### config.mk
export PLATFORM = sky130hd
export DESIGN_NAME = kbd_event_rx
export DESIGN_NICKNAME = d
export VERILOG_FILES = /design/src/rtl/kbd_pkg.sv /design/src/rtl/kbd_line_filter.sv /design/src/rtl/kbd_frame_rx.sv /design/src/rtl/kbd_event_fsm.sv /design/src/rtl/kbd_event_rx.sv
export SDC_FILE = /design/constraint.sdc
export NUM_CORES = 1
export LEC_CHECK = 0
export BUFFER_PORTS_ARGS = -buffer_cell sky130_fd_sc_hd__buf_2
export CORE_ASPECT_RATIO = 0.6
export CORE_MARGIN = 3
export CORE_UTILIZATION = 50
export CTS_BUF_LIST = sky130_fd_sc_hd__clkbuf_4 sky130_fd_sc_hd__clkbuf_8
export CTS_CLUSTER_DIAMETER = 60
export DETAILED_ROUTE_END_ITERATION = 12
export GPL_ROUTABILITY_DRIVEN = 0
export PLACE_DENSITY = 0.71
export SYNTH_ARGS = -nofsm -noshare
export SYNTH_HDL_FRONTEND = slang
export SYNTH_SLANG_ARGS = --single-unit
### constraint.sdc
create_clock -name clk -period 1.8 [get_ports clk]
set_input_delay 0.09 -clock clk [delete_from_list [all_inputs] [get_ports clk]]
set_output_delay 0.09 -clock clk [all_outputs]
set_load 0.02 [all_outputs]
### src/rtl/kbd_pkg.sv
package kbd_pkg;
  localparam logic [7:0] PFX_RELEASE  = 8'hF0;
  localparam logic [7:0] PFX_EXTENDED = 8'hE0;
  localparam int         FRAME_BITS   = 11;
  localparam logic [3:0] LAST_BIT     = 4'(FRAME_BITS - 1);

  typedef struct packed {
    logic       brk;
    logic       ext;
    logic [7:0] code;
  } key_evt_t;
endpackage

### src/rtl/kbd_line_filter.sv
module kbd_line_filter #(
  parameter int STABLE_CYC = 4
) (
  input  logic clk,
  input  logic rst,
  input  logic raw,
  output logic clean
);
  localparam int CW = $clog2(STABLE_CYC + 1);

  logic [1:0]    sync_q;
  logic [CW-1:0] run_cnt;

  always_ff @(posedge clk) begin
    if (rst) begin
      sync_q  <= 2'b11;
      clean   <= 1'b1;
      run_cnt <= '0;
    end else begin
      sync_q <= {sync_q[0], raw};
      if (sync_q[1] != clean) begin
        if (run_cnt == CW'(STABLE_CYC - 1)) begin
          clean   <= sync_q[1];
          run_cnt <= '0;
        end else begin
          run_cnt <= run_cnt + 1'b1;
        end
      end else begin
        run_cnt <= '0;
      end
    end
  end

  // the clean line only moves to a value the synchroniser has presented
  a_r9_follows_sync: assert property (@(posedge clk) disable iff (rst)
    !$stable(clean) |-> clean == $past(sync_q[1]));
  // the run counter never passes the filter window
  a_r9_run_bounded: assert property (@(posedge clk) disable iff (rst)
    run_cnt < CW'(STABLE_CYC));
endmodule

### src/rtl/kbd_frame_rx.sv
module kbd_frame_rx
  import kbd_pkg::*;
#(
  parameter int IDLE_LIMIT = 250000
) (
  input  logic       clk,
  input  logic       rst,
  input  logic       line_clk,
  input  logic       line_dat,
  output logic       byte_ok,
  output logic       byte_bad,
  output logic [7:0] byte_data
);
  localparam int TW = $clog2(IDLE_LIMIT + 1);

  logic          clk_q;
  logic          fall;
  logic [3:0]    bit_idx;
  logic [7:0]    shreg;
  logic          par_bit;
  logic [TW-1:0] quiet_cnt;

  assign fall = clk_q & ~line_clk;

  always_ff @(posedge clk) begin
    if (rst) begin
      clk_q     <= 1'b1;
      bit_idx   <= '0;
      shreg     <= '0;
      par_bit   <= 1'b0;
      quiet_cnt <= '0;
      byte_ok   <= 1'b0;
      byte_bad  <= 1'b0;
      byte_data <= '0;
    end else begin
      clk_q    <= line_clk;
      byte_ok  <= 1'b0;
      byte_bad <= 1'b0;
      if (fall) begin
        quiet_cnt <= '0;
        if (bit_idx == 4'd0) begin
          if (!line_dat) bit_idx <= 4'd1;
        end else if (bit_idx <= 4'd8) begin
          shreg   <= {line_dat, shreg[7:1]};
          bit_idx <= bit_idx + 4'd1;
        end else if (bit_idx == 4'd9) begin
          par_bit <= line_dat;
          bit_idx <= LAST_BIT;
        end else begin
          bit_idx   <= '0;
          byte_data <= shreg;
          if (line_dat && (^{shreg, par_bit})) byte_ok  <= 1'b1;
          else                                 byte_bad <= 1'b1;
        end
      end else if (bit_idx != 4'd0) begin
        if (quiet_cnt == TW'(IDLE_LIMIT - 1)) begin
          bit_idx   <= '0;
          quiet_cnt <= '0;
        end else begin
          quiet_cnt <= quiet_cnt + 1'b1;
        end
      end
    end
  end

  a_r2_index_range: assert property (@(posedge clk) disable iff (rst)
    bit_idx <= LAST_BIT);
  a_r6_ok_bad_exclusive: assert property (@(posedge clk) disable iff (rst)
    !(byte_ok && byte_bad));
  a_r2_result_on_stop_edge: assert property (@(posedge clk) disable iff (rst)
    (byte_ok || byte_bad) |-> ($past(fall) && $past(bit_idx) == LAST_BIT));
  a_r8_quiet_bounded: assert property (@(posedge clk) disable iff (rst)
    quiet_cnt < TW'(IDLE_LIMIT));
endmodule

### src/rtl/kbd_event_fsm.sv
module kbd_event_fsm
  import kbd_pkg::*;
(
  input  logic       clk,
  input  logic       rst,
  input  logic       byte_ok,
  input  logic       byte_bad,
  input  logic [7:0] byte_data,
  output logic       evt_valid,
  output key_evt_t   evt,
  output logic       frame_err
);
  logic pend_brk;
  logic pend_ext;

  always_ff @(posedge clk) begin
    if (rst) begin
      pend_brk  <= 1'b0;
      pend_ext  <= 1'b0;
      evt_valid <= 1'b0;
      evt       <= '0;
      frame_err <= 1'b0;
    end else begin
      evt_valid <= 1'b0;
      frame_err <= 1'b0;
      if (byte_bad) begin
        pend_brk  <= 1'b0;
        pend_ext  <= 1'b0;
        frame_err <= 1'b1;
      end else if (byte_ok) begin
        if (byte_data == PFX_EXTENDED) begin
          pend_ext <= 1'b1;
        end else if (byte_data == PFX_RELEASE) begin
          pend_brk <= 1'b1;
        end else begin
          evt_valid <= 1'b1;
          evt       <= '{brk: pend_brk, ext: pend_ext, code: byte_data};
          pend_brk  <= 1'b0;
          pend_ext  <= 1'b0;
        end
      end
    end
  end

  // prefixes are folded into flags, never reported as codes
  a_r3_no_prefix_event: assert property (@(posedge clk) disable iff (rst)
    evt_valid |-> (evt.code != PFX_RELEASE && evt.code != PFX_EXTENDED));
  a_r10_single_strobe: assert property (@(posedge clk) disable iff (rst)
    evt_valid |=> !evt_valid);
  a_r10_single_err: assert property (@(posedge clk) disable iff (rst)
    frame_err |=> !frame_err);
  a_r6_err_clears_prefix: assert property (@(posedge clk) disable iff (rst)
    $past(byte_bad) |-> (!pend_brk && !pend_ext));
  a_r6_err_no_event: assert property (@(posedge clk) disable iff (rst)
    !(evt_valid && frame_err));
  a_r10_code_held: assert property (@(posedge clk) disable iff (rst)
    !evt_valid |-> $stable(evt));
endmodule

### src/rtl/kbd_event_rx.sv
module kbd_event_rx
  import kbd_pkg::*;
#(
  parameter int FILTER_LEN = 4,
  parameter int IDLE_LIMIT = 250000
) (
  input  logic       clk,
  input  logic       rst,
  input  logic       ps2_clk_in,
  input  logic       ps2_data_in,
  output logic       evt_valid,
  output logic [7:0] evt_code,
  output logic       evt_break,
  output logic       evt_ext,
  output logic       frame_err
);
  localparam int NLINES = 2;

  logic [NLINES-1:0] raw_lines;
  logic [NLINES-1:0] clean_lines;
  logic              byte_ok;
  logic              byte_bad;
  logic [7:0]        byte_data;
  key_evt_t          evt;

  assign raw_lines = {ps2_data_in, ps2_clk_in};

  for (genvar g = 0; g < NLINES; g++) begin : g_line
    kbd_line_filter #(.STABLE_CYC(FILTER_LEN)) u_filt (
      .clk   (clk),
      .rst   (rst),
      .raw   (raw_lines[g]),
      .clean (clean_lines[g])
    );
  end

  kbd_frame_rx #(.IDLE_LIMIT(IDLE_LIMIT)) u_frame (
    .clk       (clk),
    .rst       (rst),
    .line_clk  (clean_lines[0]),
    .line_dat  (clean_lines[1]),
    .byte_ok   (byte_ok),
    .byte_bad  (byte_bad),
    .byte_data (byte_data)
  );

  kbd_event_fsm u_fsm (
    .clk       (clk),
    .rst       (rst),
    .byte_ok   (byte_ok),
    .byte_bad  (byte_bad),
    .byte_data (byte_data),
    .evt_valid (evt_valid),
    .evt       (evt),
    .frame_err (frame_err)
  );

  assign evt_code  = evt.code;
  assign evt_break = evt.brk;
  assign evt_ext   = evt.ext;
endmodule

==> results.md, run 1 <==
- Vias in the first global route: 1919
- Area of the die: around 6800 um2
- Total Routed Length: around 5200 um
- Fraction of registers with async set or reset after synthesis: 0%
- Fin. Hold Viols: 0
- TNS Setup: 0 ps
- Worst skew pair latency: 350 ps
- WP buf/inv: 1
- Multi-input gate area: between 1000 and 1500 um2
- CP endpoint kind: flop
- Slew @ Worst Pin: ~410 ps
- Gr usage total: between 10% and 20%
- H-tree Lvls: 3
- Clock tree sinks: 68
- Worst path top cell family by delay: compound AO/OA/AOI/OAI gates
- Max clock buf depth: 2
- HP Class: in2reg
- DRC violations left: 0
- Layout overhead on the synthesized area: 17.9%
- Synth warn: 0
- Drt first-iter violations: ~120
- Die Ht: roughly 65 um
- Post-synth EDFFs: 0
- Slowest cell on the critical path: or3b_4
- Clock-pin transition on the worst setup and hold timing paths: approximately 70 ps
- Startpoint Class: flop
- Crit path max fanout: 6
- Max-slew violation count: 0
- Antenna Cells: 0
- Max incr delay on CP: 450 ps
- Min Tclk post-route: between 1500 and 2000 ps
- Peak VDD IR: roughly 0.00055 V
- CTS tree: built
- Inst Count DP: 391
- Starting Density: approximately 54%
- Clock skew: roughly 6.4 ps
- Initial antenna violation count: 0
- Row cnt: 20
- GRT Residual Overflow: 0
- Die W: between 100 and 150 um
- Distinct cells, synth: 46
- DP HPWL: ~3600 um
- Sequential fraction of the synthesis area: between 40% and 50%
- Status: finished clean
- Setup ws final: 56.5 ps
- Largest net degree at the start of global routing: 23
- Layout cells sized above 1: 23.2%
- Post-route cell area: approximately 3400 um2
- Setup WS pre-CTS: -103 ps
- Fill cells: about 430
- First-pass GRT wire length: around 9000 um
- Vias/cell: about 5.0
- Cells after Synth: approximately 300
- Syn Nets: between 300 and 400
- Relative slew margins: roughly 73%
- Nets: 340
- Final worst-path cycle share: 96.9%
- Average size of a mapped cell: 9.89 um2
- Clock root buffer master: clkbuf_8
- Final setup violation count: 0
- Placed Area: ~3100 um2
- Leakage: ~1.5 nW
- Synth Flop Type: dfxtp_1
- Fmax: ~570 MHz
- #FFs+latches synth: 68
- Non-Filler Instances: ~410
- Detailed-route via count: slightly above 2k
- Reg area: ~1400 um2
- Drt wl/cell: roughly 13 um
- Worst path cell trace: inv_1 -> ha_2 -> or3b_4 -> o21ai_4 -> o31ai_4 -> a41oi_2 -> a211oi_2
- CTS Buf Count: 9
- Final ANT Viol Nets: 0
- Crit path DAT: ~2000 ps
- Port Buffers: 15
- PD cells: 814 nW/um2
- Cell Area, Synth: between 2000 and 3000 um2
- I/O pins: 16
- CP Class: reg2reg
- Core Footprint: 5310 um2
- Reg2reg setup slack: about 56 ps
- Crit path required time: between 2000 and 2500 ps
- 1st-pass router iterations: 5
- Number of max-cap violations: 0
power breakdown:
part	switching (mW)	total (mW)	internal, mW
Clock	0.582	1.22	0.633
Combinational	0.0309	0.0464	0.0154
Sequential	0.00221	1.51	1.51
Total	0.615	2.77	2.16
final timing paths:
kind,startpoint,endpoint,depth (start not counted)
max,u_frame.bit_idx[1],u_frame.bit_idx[3],7
min,rst,u_fsm.evt[8],2
max reg2reg,u_frame.bit_idx[1],u_frame.bit_idx[3],7
min reg2reg,g_line[1].u_filt.sync_q[0],g_line[1].u_filt.sync_q[1],1
cell usage after synthesis, types with 2 or more instances:
cell      number  area share, %
a21oi_1        7            1.2
clkbuf_1       5           0.65
xnor2_1       12            3.6
nor2_2         4           0.87
or3b_1         2           0.61
and3_1         4           0.87
buf_6          3            1.2
nor2b_1        3           0.65
nand2_1       13            1.7
nand3_1        8            1.4
xor2_1        13            3.9
buf_2          2           0.35
buf_4          2           0.52
ha_1           8            3.5
a41oi_1        2           0.61
or2_2          5            1.1
o211ai_1       2           0.52
nor4b_1        2           0.61
nor2_1        57            7.4
nand2b_1       2           0.43
nand4_1        4           0.87
dfxtp_1       68             47
mux2i_1       28            9.7
inv_1          9            1.2
nor3_1         4           0.69
o21ai_0        2           0.35
or3_1          2           0.43
area by class of cell:
class                           instances  area share, %
Multi-Input combinational cell        203           43.0
Inverter                                9          0.992
Clock buffer                            9           3.64
Tap cell                               77           2.83
Sequential cell                        68           40.0
Timing Repair Buffer                   37           7.57
Clock inverter                          6           1.91
placed cells by master (no fill, tap or decap), drive strengths merged, types with 4 or more instances in the layout:
master  netlist  routed
dfxtp        68      68
nor2         62      62
buf           7      35
mux2i        28      28
nand2        14      14
xor2         13      13
xnor2        12      12
inv           9      10
clkbuf        5       9
nand3         8       8
ha            8       8
a21oi         7       7
or2           5       5
nor3          5       5
and3          4       4
nand4         4       4
layer usage:
| layer | vias to the layer above | wire (um) | share of wire, % | track usage (%) |
|---|---|---|---|---|
| li1 | 1051 | - | - | - |
| met1 | 942 | 2930 | 56 | 24.3 |
| met2 | 31 | 2040 | 39 | 22.8 |
| met3 | 10 | 198 | 3.8 | 5.97 |
| met4 | 0 | 78 | 1.5 | 7.96 |
| met5 | - | 0 | 0 | 0 |
registers in the layout (all words and copies together) (netlist names):
register / flops
g_line.u_filt.clean: 2
g_line.u_filt.run_cnt: 6
g_line.u_filt.sync_q: 4
u_frame.bit_idx: 4
u_frame.byte_bad: 1
u_frame.byte_data: 8
u_frame.byte_ok: 1
u_frame.clk_q: 1
u_frame.par_bit: 1
u_frame.quiet_cnt: 18
u_frame.shreg: 8
u_fsm.evt: 10
u_fsm.evt_valid: 1
u_fsm.frame_err: 1
u_fsm.pend_brk: 1
u_fsm.pend_ext: 1
through the flow:
stage	hold WS [ps]	utilization, %	power [mW]
6_report	147	64.2	2.77
5_1_grt	149	64.2	2.87
4_1_cts	130	63.4	2.81
3_5_place_dp	276	59.2	1.59
3_3_place_gp	275	59.2	1.59
2_1_floorplan	194	-	1.58
what timing repair did:
| action | CTS | global route |
|---|---|---|
| gates resized for setup | 3 | 6 |
| buffers inserted | 0 | 1 |
| hold buffers | 2 | 0 |
| pin swaps | 0 | 3 |
| setup endpoints to repair | 23 | 20 |
| endpoints found under the hold margin | 2 | 0 |
cell families after synthesis:
| group | after synthesis | share of synthesized area, % |
|---|---|---|
| and+or+nand+nor | 122 | 21.9 |
| buffers and inverters | 21 | 3.86 |
| AOI/OAI and AO/OA | 19 | 5.55 |
| DFF | 68 | 47.2 |
| muxes | 28 | 9.71 |
| adders and majority gates | 8 | 3.47 |
| xor gates and xnor gates | 26 | 8.37 |
(Power assumes the default switching activity.)
==> run 2: changes to the inputs <==
- BUFFER_PORTS_ARGS: -buffer_cell sky130_fd_sc_hd__buf_2 -> -buffer_cell sky130_fd_sc_hd__clkbuf_2
- SYNTH_HIERARCHICAL: not set -> 1
==> results.md, run 2 <==
- Synth warn: 6 (+6)
- CP endpoint kind: flop
- Min Tclk post-route: 1750 ps (+9.54 ps)
- Crit path DAT: 1970 ps (about the same)
- Clock tree sinks: 68 (unchanged)
- Distinct cells, synth: 55 (+20%)
- Nets: 359 (+5.6%)
- HP Class: in2reg
- Fill cells: 509 (+20%)
- Die Ht: 66.3 um (+2.2%)
- List of most frequent post-synthesis cells: 68 x dfxtp_1, 23 x nand2_1, 22 x a21oi_1
- Layout cells sized above 1: 25.3% (+2.1 points)
- Clock root buffer master: clkbuf_8
- Leakage: 1.37 nW (-5.9%)
- Relative slew margins: 67.9% (-4.9 points)
- Die W: 106 um (+2.2%)
- Min-delay src: rst
- Leading area contributor after synthesis: dfxtp_1
- Detailed-route via count: 2320 (+14%)
- Largest Register: u_frame/quiet_cnt
- CP Class: reg2reg
- Starting Density: 53.1% (-1.3 points)
- Worst skew pair latency: 340 ps (about the same)
- GR Util met3: 6.54% (+0.57 points)
- Port Buffers: 15 (unchanged)
- DP HPWL: 4400 um (+21%)
- Layout overhead on the synthesized area: 20.1%
- Post-route cell area: 3630 um2 (+6.8%)
- Synth Flop Type: dfxtp_1
- Core Util, Final: 63.7% (-0.43 points)
- Drt wl/cell: 14.6 um (+14%)
- Clock skew: 6.89 ps (+0.533 ps)
- Top-count cell post-synth: dfxtp_1
- #FFs+latches synth: 68 (unchanged)
- Post-synth top area share: 45.0% (-2.2 points)
- Crit path max fanout: 18 (+12)
- Cells after Synth: 310 (+6.2%)
- Max-slew violation count: 0 (unchanged)
- RSZ-0062 raised after global routing: yes
- Peak VDD IR: 0.000420 V (-24%)
- Antenna Cells: 0 (unchanged)
- Number of max-cap violations: 0 (unchanged)
- Status: finished clean
- Cell Area, Synth: 3030 um2 (+4.8%)
- Core Footprint: 5700 um2 (+7.5%)
- Final setup violation count: 0 (unchanged)
- GRT Residual Overflow: 0 (unchanged)
- Area of the die: 7050 um2 (+4.4%)
- Met2 usage: 27.7% (+4.9 points)
- Row cnt: 21 (+5.0%)
- Fmax: 570 MHz (-0.54%)
- Final ANT Viol Nets: 0 (unchanged)
- Post-synth EDFFs: 0 (unchanged)
- Gr usage total: 20.1% (+3.0 points)
- Sequential fraction of the synthesis area: 45.0% (-2.2 points)
- Tot Pwr: 2.96 mW (+6.9%)
- H-tree Lvls: 3 (unchanged)
- Max clock buf depth: 2 (unchanged)
- Drt first-iter violations: 129 (+8.4%)
- TNS Setup: 0 ps (unchanged)
- Initial antenna violation count: 0 (unchanged)
- Clock-pin transition on the worst setup and hold timing paths: 70 ps (about the same)
- PD cells: 815 nW/um2 (+0.13%)
- Syn Nets: 322 (+5.9%)
- Vias in the first global route: 2152 (+12%)
- Fraction of registers with async set or reset after synthesis: 0% (unchanged)
- Placed Area: 3310 um2 (+5.4%)
- Final worst-path cycle share: 97.4% (+0.53 points)
- Leading cell types in the layout, fill and taps excluded: 64 x dfxtp_1, 23 x nand2_1, 22 x a21oi_1
- Synth top area cells: dfxtp_1 45%, mux2i_1 5.3%, a21oi_1 3.6%
- DRC violations left: 0 (unchanged)
- Most common cell after layout, fill and taps aside: dfxtp_1
- Vias/cell: 5.37 (+8.0%)
- Setup WS pre-CTS: -94.3 ps (+9.16 ps)
- Largest regs: u_frame/quiet_cnt (18), u_fsm/evt (10)
- Slew @ Worst Pin: 481 ps (+73.3 ps)
- Fin. Hold Viols: 0 (unchanged)
- GRT Max-Usage Layer: met1
- Largest net degree at the start of global routing: 20 (-13%)
- GR Util met1: 28.6% (+4.3 points)
- 1st-pass router iterations: 4 (-1)
- CTS Buf Count: 9 (unchanged)
- Average size of a mapped cell: 9.76 um2 (-1.3%)
- First-pass GRT wire length: 10800 um (+20%)
- Worst R2R Start: u_frame/quiet_cnt[15]
- Max reg flops: 18 (unchanged)
- CTS tree: built
- I/O pins: 16 (unchanged)
- Setup ws final: 46.9 ps (-9.54 ps)
- Startpoint Class: flop
- Crit path launch: u_frame/quiet_cnt[15]
- Total Routed Length: 6320 um (+20%)
- Crit path required time: 2010 ps (about the same)
run 2: changes by cell type in the layout (fill, tap and decap cells not counted), moves of 7 or more:
| cell | delta |
|---|---|
| mux2i_1 | -12 |
| clkbuf_2 | +15 |
| a21oi_1 | +15 |
| xnor2_1 | -7 |
| nor2_1 | -36 |
| buf_2 | -15 |
| nand2_1 | +10 |
| o21ai_0 | +15 |
run 2: final timing paths:
kind         depth (start not counted)  slack (ps)                          to
max                                  5          50       u_frame/quiet_cnt[15]
min                                  2         150             u_frame/par_bit
max reg2reg                          5          50       u_frame/quiet_cnt[15]
min reg2reg                          1         410  g_line[0].u_filt/sync_q[1]
run 2: final cells by class:
class                           count  area [um2]  area share, %
Sequential cell                    68        1370           37.6
Timing Repair Buffer               39         284           7.81
Inverter                            8        30.0          0.826
Multi-Input combinational cell    221        1630           44.8
Clock buffer                       10         138           3.79
Clock inverter                      6        87.6           2.41
Tap cell                           80         100           2.75
run 2: logic make-up (layout without fill, tap and decap cells):
kind of cell               count (synthesis)  in the layout  synth area share, %
muxes                                     16             16                 5.29
DFF                                       68             68                 45.0
adders and majority gates                  8              8                 3.31
AOI/OAI and AO/OA                         59             59                 13.6
buffers and inverters                     21             63                 3.10
xor gates and xnor gates                  16             16                 5.54
and+or+nand+nor                          122            122                 24.1
run 2: worst max-delay path, stage by stage, from the launching register on:
cell and delay [ps]:
dfxtp_1 380, nand3_2 120, or4b_4 580, o31ai_4 300, buf_12 180, a21oi_1 60
run 2: what timing repair did:
action | CTS | global route
gates resized for setup | 7 | 13
setup buffers | 1 | 0
endpoints found under the setup margin | 21 | 22
pin swaps | 2 | 5
endpoints found under the hold margin | 2 | 0
hold buffers | 2 | 0
run 2: through the flow:
step / std cells / hold slack, ps
2_1_floorplan: 310 / 162
3_3_place_gp: 413 / 287
3_5_place_dp: 413 / 280
4_1_cts: 432 / 133
5_1_grt: 432 / 176
6_report: 432 / 151
run 2: metal layers:
metal / wire length [um] / up-vias
met5: 0 / -
met1: 3380 / 1070
met3: 286 / 9
met2: 2550 / 44
met4: 95 / 0
li1: - / 1197
run 2: where the power goes:
part | internal, mW | leakage, nW | total (mW) | switching [mW]
clock | 0.817 | 0.116 | 1.39 | 0.578
sequential | 1.51 | 0.551 | 1.51 | 0.00265
combinational | 0.0216 | 0.703 | 0.0574 | 0.0358
==> run 3: changes to the inputs <==
- PLACE_DENSITY: 0.71 -> 0.68
- clock period: 1.8 -> 2.05 ns (I/O delays scaled with it)
==> results.md, run 3 (synthesis results as in run 2) <==
- Reg-to-Reg End: u_frame/bit_idx[1]
- Clock-pin transition on the worst setup and hold timing paths: 70 ps (about the same)
- Clock skew: 6.30 ps (-0.587 ps)
- Drt wl/cell: 14.9 um (+2.2%)
- Gr usage total: 19.6% (-0.51 points)
- P_int: 2.27 mW (-3.3%)
- Vias/cell: 5.55 (+3.4%)
- Number of max-cap violations: 0 (unchanged)
- Initial antenna violation count: 0 (unchanged)
- Tot Pwr: 2.81 mW (-5.1%)
- Port Buffers: 15 (unchanged)
- Leakage: 1.34 nW (-2.4%)
- Worst R2R Start: u_frame/bit_idx[1]
- GRT Residual Overflow: 0 (unchanged)
- Crit path DAT: 2180 ps (+210 ps)
- Die W: 106 um (unchanged)
- Startpoint Class: flop
- Combinational group share of total power: 1.7% (-0.2 points)
- DRC violations left: 0 (unchanged)
- Leading cell types in the layout, fill and taps excluded: 68 x dfxtp_1, 23 x nand2_1, 22 x a21oi_1
- Core Util, Final: 62.4% (-1.3 points)
- Antenna Cells: 0 (unchanged)
- Crit path max fanout: 3 (-15)
- Die Ht: 66.3 um (unchanged)
- Peak VDD IR: 0.000535 V (+28%)
- HP Class: in2reg
- Final setup violation count: 0 (unchanged)
- CP endpoint kind: flop
- Starting Density: 53.1% (unchanged)
- PD cells: 790 nW/um2 (-3.1%)
- Final worst-path cycle share: 95.0% (-2.4 points)
- Part of the power in registers: 47.2% (-3.8 points)
- Max-slew violation count: 0 (unchanged)
- Min-delay src: rst
- RSZ-0062 raised after global routing: no
- Fill cells: 493 (-3.1%)
- R2r worst-path depth: 7 (+2)
- Row cnt: 21 (unchanged)
- Clock root buffer master: clkbuf_8
- Final ANT Viol Nets: 0 (unchanged)
- Clock tree sinks: 68 (unchanged)
- I/O pins: 16 (unchanged)
- 1st-pass router iterations: 4 (unchanged)
- Detailed-route via count: 2355 (+1.5%)
- First-pass GRT wire length: 10600 um (-1.3%)
- Layout cells sized above 1: 20.3% (-4.9 points)
- Largest regs: u_frame/quiet_cnt (18), u_fsm/evt (10)
- Fmax: 514 MHz (-10%)
- Largest net degree at the start of global routing: 21 (+5.0%)
- Vias in the first global route: 2120 (-1.5%)
- Worst skew pair latency: 340 ps (about the same)
- Area of the die: 7050 um2 (unchanged)
- Min Tclk post-route: 1950 ps (+194 ps)
- Drt first-iter violations: 199 (+54%)
- TNS Setup: 0 ps (unchanged)
- Slew @ Worst Pin: 478 ps (-3.19 ps)
- Crit path required time: 2290 ps (+280 ps)
- Net Sw Frac: 19.2% (-1.6 points)
- Layout overhead on the synthesized area: 17.7%
- CTS Buf Count: 9 (unchanged)
- CP Class: reg2reg
- Largest Register: u_frame/quiet_cnt
- Max reg flops: 18 (unchanged)
- Fin Hold WS: 260 ps (+108 ps)
- Nets: 352 (-1.9%)
- CTS tree: built
- Relative slew margins: 68.1% (+0.24 points)
- Hold depth: 2 (unchanged)
- Multi-input gate area: 1590 um2 (-2.6%)
- Most common cell after layout, fill and taps aside: dfxtp_1
- H-tree Lvls: 3 (unchanged)
- WHS Endpoint: u_fsm/pend_brk
- Status: finished clean
- NetSw: 0.541 mW (-12%)
- Total Routed Length: 6340 um (+0.32%)
- Clock power frac: 51.1% (+4.0 points)
- Reg2reg setup slack: 100 ps (+60 ps)
- Max clock buf depth: 2 (unchanged)
- Fin. Hold Viols: 0 (unchanged)
- Reg area: 1360 um2 (-0.37%)
- DP HPWL: 4340 um (-1.3%)
- Core Footprint: 5700 um2 (unchanged)
-- run 3: cell count changes in the layout (fill, tap and decap cells not counted), moves of 2 or more --
| cell | delta |
|---|---|
| buf_6 | -3 |
| dfxtp_1 | +4 |
| inv_1 | +2 |
| inv_2 | -2 |
| buf_4 | -4 |
| bufinv_16 | +2 |
| clkinv_2 | -2 |
| dfxtp_2 | -4 |
-- run 3: power groups by stage --
stage	Sequential [mW]	Combinational [mW]	Clock (mW)
floorplan	1.36	0.0262	0
finish	1.33	0.0491	1.44
global placement	1.36	0.0448	0
detailed placement	1.36	0.0461	0
global route	1.33	0.0544	1.53
CTS	1.33	0.0492	1.47
-- run 3: what timing repair did --
item | CTS | global route
buffers inserted | 0 | 2
hold endpoints to repair | 2 | 0
setup endpoints to repair | 0 | 7
gates resized for setup | 0 | 4
hold buffers | 2 | 0
-- run 3: worst max-delay path by stage --
| stage | startpoint | end | slack, ps | cells after the start |
|---|---|---|---|---|
| after floorplan | u_frame/bit_idx[0] | u_frame/quiet_cnt[12] | 180 | 7 |
| after global placement | u_frame/bit_idx[1] | u_frame/bit_idx[2] | 150 | 7 |
| after detailed placement | u_frame/bit_idx[1] | u_frame/quiet_cnt[17] | 10 | 6 |
| after CTS | u_frame/bit_idx[1] | u_frame/quiet_cnt[17] | 6 | 6 |
| after global routing | u_frame/bit_idx[1] | u_frame/bit_idx[1] | 10 | 7 |
| final | u_frame/bit_idx[1] | u_frame/bit_idx[1] | 100 | 7 |
-- run 3: metrics by stage --
| step | instances | area (um2) | setup slack, ps |
|---|---|---|---|
| final | 424 | 3560 | 103 |
| after global routing | 424 | 3560 | 10.4 |
| after CTS | 422 | 3530 | 6.23 |
| after detailed placement | 405 | 3250 | 13.7 |
| after global placement | 405 | 3250 | 150 |
| after floorplan | 310 | 3030 | 182 |
-- run 3: metal layers --
metal  wire, um  GRT usage [%]  part of all wire [%]  up-vias
met5          0              0                     0        -
met4         86           7.66                   1.4        0
met3        300           6.63                   4.7        6
met2       2560           26.2                    40       52
met1       3390           28.4                    53     1117
li1           -              -                     -     1180
-- run 3: final cells by class --
cell class | instances | area share (%)
Sequential cell | 68 | 38.2
Tap cell | 80 | 2.81
Clock inverter | 6 | 3.87
Inverter | 8 | 0.844
Clock buffer | 9 | 3.48
Multi-Input combinational cell | 221 | 44.6
Timing Repair Buffer | 32 | 6.19
-- run 3: worst max-delay path, stage by stage (launching register included) --
cell and delay, ps:
dfxtp_1 360, inv_1 90, ha_1 190, buf_4 140, nor3b_1 150, a211oi_1 320, or3b_2 500, o31ai_1 100
